## src/rtl/wrs_pkg.sv

```systemverilog
// Package: shared types of the watchdog overflow reset sequencer.
// Assumes: nothing beyond standard SystemVerilog.
package wrs_pkg;

    // Sequencer states: idle, manual-reset wait window, one-cycle issue.
    typedef enum logic [1:0] {
        WRS_IDLE   = 2'd0,
        WRS_WINDOW = 2'd1,
        WRS_ISSUE  = 2'd2
    } wrs_state_t;

endpackage

```

## src/rtl/wrs_window_cnt.sv

```systemverilog
// Module: window counter for a pending manual reset.
// Counts the cycles spent waiting for the bus and flags the last one.
// Assumes: clr has priority over en; the count never exceeds WIN_LEN-1
// because the controller leaves the window at the last count.
module wrs_window_cnt #(
    parameter int WIN_LEN = 512,
    localparam int CW = (WIN_LEN > 1) ? $clog2(WIN_LEN) : 1
) (
    input  logic clk,
    input  logic rst_n,
    input  logic clr,
    input  logic en,
    output logic last
);

    logic [CW-1:0] cnt_q;

    // Purpose: hold the window position; cleared outside the window.
    always_ff @(posedge clk) begin
        if (!rst_n || clr) begin
            cnt_q <= '0;
        end else if (en) begin
            cnt_q <= cnt_q + 1'b1;
        end
    end

    // Purpose: mark the final permitted waiting cycle.
    always_comb begin
        last = (cnt_q == CW'(WIN_LEN - 1));
    end

endmodule

```

## src/rtl/wrs_clr_gen.sv

```systemverilog
// Module: watchdog clear pulse generator.
// Produces a one-cycle clear for the watchdog count and status on every
// overflow, independent of reset enable or sequencer state.
// Assumes: ovf_i is a single-cycle pulse from the counter.
module wrs_clr_gen (
    input  logic clk,
    input  logic rst_n,
    input  logic ovf_i,
    output logic clr_o
);

    // Purpose: register the overflow into a clean clear pulse.
    always_ff @(posedge clk) begin
        if (!rst_n) begin
            clr_o <= 1'b0;
        end else begin
            clr_o <= ovf_i;
        end
    end

endmodule

```

## src/rtl/wrs_ctrl.sv

```systemverilog
// Module: reset sequencing state machine.
// Accepts an enabled overflow only when idle. A power-on type goes straight
// to issue. A manual type waits in the window until the bus is idle and owned
// by the processor, or gives up after the last window cycle.
// Assumes: win_last comes from a counter that runs only in the window.
module wrs_ctrl
    import wrs_pkg::*;
(
    input  logic clk,
    input  logic rst_n,
    input  logic ovf_i,
    input  logic rst_en_i,
    input  logic manual_sel_i,
    input  logic bus_busy_i,
    input  logic bus_cpu_i,
    input  logic win_last,
    output logic in_window,
    output logic rst_req_o,
    output logic rst_taken_o
);

    wrs_state_t state_q, state_d;
    logic       grant;

    // Purpose: the manual reset may proceed only on an idle, processor-owned bus.
    always_comb begin
        grant = !bus_busy_i && bus_cpu_i;
    end

    // Purpose: next-state selection.
    always_comb begin
        state_d = state_q;
        unique case (state_q)
            WRS_IDLE: begin
                if (ovf_i && rst_en_i) begin
                    state_d = manual_sel_i ? WRS_WINDOW : WRS_ISSUE;
                end
            end
            WRS_WINDOW: begin
                if (grant) begin
                    state_d = WRS_ISSUE;
                end else if (win_last) begin
                    state_d = WRS_IDLE;
                end
            end
            WRS_ISSUE: begin
                state_d = WRS_IDLE;
            end
            default: begin
                state_d = WRS_IDLE;
            end
        endcase
    end

    // Purpose: state register with synchronous reset to idle.
    always_ff @(posedge clk) begin
        if (!rst_n) begin
            state_q <= WRS_IDLE;
        end else begin
            state_q <= state_d;
        end
    end

    // Purpose: decode Moore outputs from the state register.
    always_comb begin
        in_window   = (state_q == WRS_WINDOW);
        rst_req_o   = (state_q != WRS_IDLE);
        rst_taken_o = (state_q == WRS_ISSUE);
    end

endmodule

```

## src/rtl/wdt_reset_seq.sv

```systemverilog
// Module: watchdog overflow reset sequencer (top).
// Turns a watchdog overflow into an internal reset request. With reset
// enable clear, it only clears the watchdog. A manual reset is held until the
// bus cycle ends and the processor owns the bus, within WIN_LEN cycles.
// Assumes: all inputs are synchronous to clk; ovf_i is a one-cycle pulse.
module wdt_reset_seq #(
    parameter int WIN_LEN = 512
) (
    input  logic clk,
    input  logic rst_n,
    input  logic ovf_i,
    input  logic rst_en_i,
    input  logic manual_sel_i,
    input  logic bus_busy_i,
    input  logic bus_cpu_i,
    output logic rst_req_o,
    output logic rst_taken_o,
    output logic wdt_clr_o
);

    logic in_window;
    logic win_last;

    wrs_ctrl u_ctrl (
        .clk          (clk),
        .rst_n        (rst_n),
        .ovf_i        (ovf_i),
        .rst_en_i     (rst_en_i),
        .manual_sel_i (manual_sel_i),
        .bus_busy_i   (bus_busy_i),
        .bus_cpu_i    (bus_cpu_i),
        .win_last     (win_last),
        .in_window    (in_window),
        .rst_req_o    (rst_req_o),
        .rst_taken_o  (rst_taken_o)
    );

    wrs_window_cnt #(
        .WIN_LEN (WIN_LEN)
    ) u_win (
        .clk   (clk),
        .rst_n (rst_n),
        .clr   (!in_window),
        .en    (in_window),
        .last  (win_last)
    );

    wrs_clr_gen u_clr (
        .clk   (clk),
        .rst_n (rst_n),
        .ovf_i (ovf_i),
        .clr_o (wdt_clr_o)
    );

endmodule

```

## config.mk

```make
export PLATFORM = sky130hd
export DESIGN_NAME = wdt_reset_seq
export DESIGN_NICKNAME = d
export VERILOG_FILES = /design/src/rtl/wrs_pkg.sv /design/src/rtl/wrs_window_cnt.sv /design/src/rtl/wrs_clr_gen.sv /design/src/rtl/wrs_ctrl.sv /design/src/rtl/wdt_reset_seq.sv
export SDC_FILE = /design/constraint.sdc
export NUM_CORES = 1
export LEC_CHECK = 0
export BUFFER_PORTS_ARGS = -buffer_cell sky130_fd_sc_hd__buf_2
export CORE_AREA = 2 2 45 47
export CTS_CLUSTER_SIZE = 8
export DETAILED_ROUTE_END_ITERATION = 10
export DIE_AREA = 0 0 47 49
export RECOVER_POWER = 100
export SLEW_MARGIN = 10
export SYNTH_ARGS = -nofsm -noshare
export SYNTH_HDL_FRONTEND = slang
export SYNTH_SLANG_ARGS = --single-unit
```

## constraint.sdc

```tcl
create_clock -name clk -period 2.7 [get_ports clk]
set_input_delay 0 -clock clk [delete_from_list [all_inputs] [get_ports clk]]
set_output_delay 0 -clock clk [all_outputs]
set_load 0.05 [all_outputs]
```

; Yosys cells after proc, flatten, opt, wreduce, memory -nomap -nowiden
; Index checks and enable logic that the tools add are counted.
[totals]
register_bits = 12
inputBits = 7
output_inout_bits = 3
[op_classes]
n_reduce_logical = 9
mux = 5
n_eq_ne = 5
n_addsub = 1
[op_table]
columns = operator, n
row1 = "9-bit by 1-bit adder with 9-bit output, second input constant", 1
row2 = "9-bit equality test, second input constant", 1
row3 = 2-bit 2-to-1 mux, 4
row4 = 2-bit one-hot mux with 2 select lines, 1
row5 = 1-bit zero test, 3
row6 = "3-bit by 1-bit inequality test with 1-bit output, second input constant", 1
row7 = "2-bit by 1-bit equality test with 1-bit output, second input constant", 1
row8 = "2-bit equality test, second input constant", 1
row9 = 1-bit logical AND, 2
row10 = 2-bit zero test, 1
row11 = "2-bit by 1-bit inequality test with 1-bit output, second input constant", 1
row12 = 2-bit AND reduction, 1
row13 = 2-bit nonzero test, 1
row14 = 1-bit logical OR, 1

; Depth between registers and ports, before layout
[depth]
word_depth = 4
ltp_mapped = 7

; Hierarchy
; From an unflattened synthesis, not the netlist that was laid out.
[hier_totals]
cells_unflattened = 61
hier_area_um2 = 546.8
[by_module_without_submodules]
columns = mod, area_each_um2, cells_each, instances, seq_area_each_um2
row1 = wrs_window_cnt, 401.6, 44, 1, 180.2
row2 = wrs_ctrl, 115.1, 14, 1, 40.0
row3 = wrs_clr_gen, 26.3, 2, 1, 20.0
row4 = wdt_reset_seq, 3.8, 1, 1, 0.0

; Worst setup path after synthesis
; Ideal clock, no wire load.
[synth_timing]
path_kind = register -> register
startpoint = register u_win.cnt_q[0]
endpoint = register u_ctrl.state_q[0]
n_path_buf = 0
arrival_time_ns = 1.355
setup_slack_ns = 1.285
t_required_ns = 2.640
stages_incl_launch_ff = 8
synth_period_minus_slack_ns = 1.415
path_cell_list = dfxtp_1 -> ha_1 -> nand4_1 -> nor2_1 -> ha_1 -> or2b_1 -> o22ai_1 -> and3b_1
[synth_between]
elab_chain_len = 3
[synth_lines]
columns = element, line_no
row1 = start: declaration, wrs_window_cnt.sv:16  ; logic [CW-1:0] cnt_q;
row2 = start signal: assignment, wrs_window_cnt.sv:23  ; cnt_q <= cnt_q + 1'b1;
row3 = 9-bit equality test, wrs_window_cnt.sv:29  ; last = (cnt_q == CW'(WIN_LEN - 1));
row4 = 3-bit by 1-bit inequality test with 1-bit output (no line), n/a
row5 = 2-bit AND reduction (no line), n/a
row6 = end signal: assignment, wrs_ctrl.sv:60  ; state_q <= state_d;
row7 = end: declaration, wrs_ctrl.sv:22  ; wrs_state_t state_q, state_d;
; No other way between the ends.
; A chain may end at the register's enable or synchronous reset.

; Worst setup path in the final report
; Same ends and word-level chain as after synthesis.

==> flow_summary.toml <==
[synthesis]
yosys_warnings = 0
synth.top_cell.area_share = 0.460
synth_seq_cells = 12
syn-instance-count = 54
synth_area_um2 = 522
yosysSeqAreaShare = 0.460
yosysTopAreaCell = "dfxtp_1"
syn-num-nets = 63
synth_area_leaders = "dfxtp_1 (46%), ha_1 (4.8%), nor2_1 (4.3%), nand3_1 (3.8%), and2_1 (3.6%)"
synth.distinct_cells = 27
avgSynthCellArea_um2 = 9.66

[run]
maxCapViolCount = 0

[hold_path]
hold_class = "in2reg"
worstHoldStart = "rst_n"
holdPathStages = 2
min_to = "u_ctrl.state_q[0]"

[setup_path]
crit_required_ps = 2910
r2r-start = "u_win.cnt_q[0]"
path_max_fanout = 4
cp.arrival_ps = 1730
worstSetupStartpointType = "flop"
r2r_cells = 7
crit_type = "reg2reg"
timing.rr.end = "u_ctrl.state_q[0]"
rrSetupSlack_ps = 1190
end_kind = "flop"

[power]
power.leakage_nw = 0.230
p_total_uw = 316
swShare = 0.236
power_frac_comb = 0.083
p_clk_frac = 0.341
internal_power_uw = 242
seqPwrFrac = 0.576
power.density_nw_per_um2 = 500
max-vdd-ir-drop_v = 0.000206
power_switching_uw = 74.5

[floorplan]
core_region_area_um2 = 1840
boundaryPins = 10
die_h_um = 49
die_area_um2 = 2300
row_count = 16
start_util = 0.283
fp.dieW_um = 47

[global_routing]
grt_pass1_wl_um = 1590
busiest_layer = "met2"
grt_start_max_net_pins = 10
gr-usage-met2 = 0.148
antenna_found_initial = 0
grt_pass1_vias = 405
grt_use_met1 = 0.108
track_usage = 0.0975
grt_overflow = 0
grt.met3_usage = 0.0444

[clocking]
clock_sinks = 12
cts_tree = "built"
clkLatencyLatePin_ps = 270
cts_root_buf = "clkbuf_4"
h-tree-depth = 1
cts_buffers = 3
cts.clk_slew.worst_paths_ps = 70
clockBufferDepth = 2
postCtsSetupBuffers = 0

[sta]
fin_crit_sh = 0.561
hold_violations = 0
slew_viol_final = 0
worst_hold_slack_ps = 28.8
fmax_mhz = 661
slew_headroom = 0.603
setup_violations = 0
finalCriticalPeriod_ps = 1510
final.setup_skew_ps = 2.70
tightest_slew_ps = 598
tns_ps = 0
rsz0062_at_grt = "no"

[finish]
final_area_um2 = 632
nFillCells = 202
diodes = 0
nets = 79
finalCoreUtilization = 0.343
syn2layout_area_growth_pct = 21.1
layout-drive-gt1-share = 0.147

[route]
drtIter0Drc = 7
ant_nets = 0
route.vias.total = 440
wirelength_um = 890
via_per_inst = 4.63
wire_per_inst_um = 9.37
drcViolationCount = 0
firstDrtPassIters = 4

[placed_design]
numPortBuffers = 9
place.gp.congestion = 0.685
placed_area_um2 = 601
dpl.hpwl_um = 678

[status]
run_status = "complete, no violations"
[critical path: stages, from the launching register on]
cell and delay (ps):
dfxtp_1 340, ha_1 240, nand4_1 130, nor2_1 70, ha_1 170, or2b_1 220, o22ai_1 130, and3b_1 160
[through the flow]
step | cells | setup slack, ps
final | 95 | 1190
after global routing | 95 | 1070
after floorplan | 54 | 1290
after detailed placement | 90 | 1190
after CTS | 95 | 1170
after global placement | 90 | 1220
[layout by cell type (no fill, tap or decap)]
| cell type | instances |
|---|---|
| dlygate4sd3_1 | 2 |
| or3_1 | 1 |
| nor2b_1 | 2 |
| buf_2 | 5 |
| a21oi_1 | 2 |
| o21ai_0 | 1 |
| clkbuf_1 | 4 |
| inv_1 | 1 |
| o22ai_1 | 1 |
| xnor2_1 | 1 |
| nor3b_1 | 1 |
| and3b_1 | 2 |
| nor3_1 | 1 |
| and2_1 | 2 |
| nand4_1 | 1 |
| nand4b_1 | 1 |
| nand3b_1 | 1 |
| ha_1 | 2 |
| o31ai_1 | 1 |
| or4_1 | 1 |
| or2_2 | 1 |
| nand3_1 | 4 |
| or2b_1 | 1 |
| nand2_1 | 1 |
| dfxtp_1 | 12 |
| clkbuf_4 | 3 |
| nand3_2 | 1 |
| o21a_1 | 2 |
| a32oi_1 | 1 |
| nor2_1 | 6 |
| xor2_1 | 2 |
| and2_0 | 1 |
[state kept, by name, indices dropped and copies added, names as in the netlist]
register and count:
u_clr.clr_o 1, u_ctrl.state_q 2, u_win.cnt_q 9
[cell usage after synthesis, drive strengths merged]
library cell / count
or3: 1
o21a: 2
o22ai: 1
o21ai: 1
xor2: 2
or4: 1
a21oi: 2
nand2: 1
nand4b: 1
nand3b: 1
dfxtp: 12
o31ai: 1
nor2b: 2
nor3: 1
or2b: 1
nand3: 5
inv: 1
and2: 3
xnor2: 1
nand4: 1
or2: 1
nor3b: 1
and3b: 2
ha: 2
nor2: 6
a32oi: 1
[power groups by stage]
stage | Clock (mW) | Combinational, mW | Sequential (mW)
after global routing | 0.120 | 0.0284 | 0.183
after floorplan | 0 | 0.0137 | 0.189
after detailed placement | 0 | 0.0253 | 0.186
final | 0.108 | 0.0262 | 0.182
after global placement | 0 | 0.0249 | 0.186
after CTS | 0.114 | 0.0275 | 0.182
[cell families (layout without fill, tap and decap cells)]
group | after synthesis | in the layout | share of synthesized area
flip-flops | 12 | 12 | 0.460
AO/OA/AOI/OAI | 8 | 8 | 0.101
adder cells (fa/ha/maj) | 2 | 2 | 0.0480
XOR/XNOR | 3 | 3 | 0.0504
AND/OR/NAND/NOR | 28 | 28 | 0.333
buffers and inverters | 1 | 15 | 0.00719
[how the worst max path moves through the flow]
stage | start | endpoint | slack [ps] | depth (start not counted)
2_1_floorplan | u_win.cnt_q[0] | u_ctrl.state_q[0] | 1290 | 7
3_3_place_gp | u_win.cnt_q[0] | u_ctrl.state_q[0] | 1220 | 7
3_5_place_dp | u_win.cnt_q[0] | u_ctrl.state_q[0] | 1190 | 7
4_1_cts | u_win.cnt_q[0] | u_ctrl.state_q[0] | 1170 | 7
5_1_grt | u_win.cnt_q[0] | u_ctrl.state_q[0] | 1070 | 7
6_report | u_win.cnt_q[0] | u_ctrl.state_q[0] | 1190 | 7
[routing by layer]
metal,vias to the layer above,wire [um]
met2,13,413
met3,2,61
met1,202,394
li1,223,-
met5,-,0
met4,0,20
[layout make-up]
class | instances | area [um^2] | share of cell area
well taps | 27 | 33.8 | 0.0535
repair buffers | 11 | 60.1 | 0.0950
flip-flops and latches | 12 | 240 | 0.380
clock buffers | 3 | 22.5 | 0.0356
inverters | 1 | 3.75 | 0.00594
multi-input cells | 41 | 272 | 0.430
[timing repair]
action,CTS,global route
hold buffers,2,0
endpoints found under the hold margin,1,0
gates resized for setup,0,0
Power figures use the tool's default switching activity.
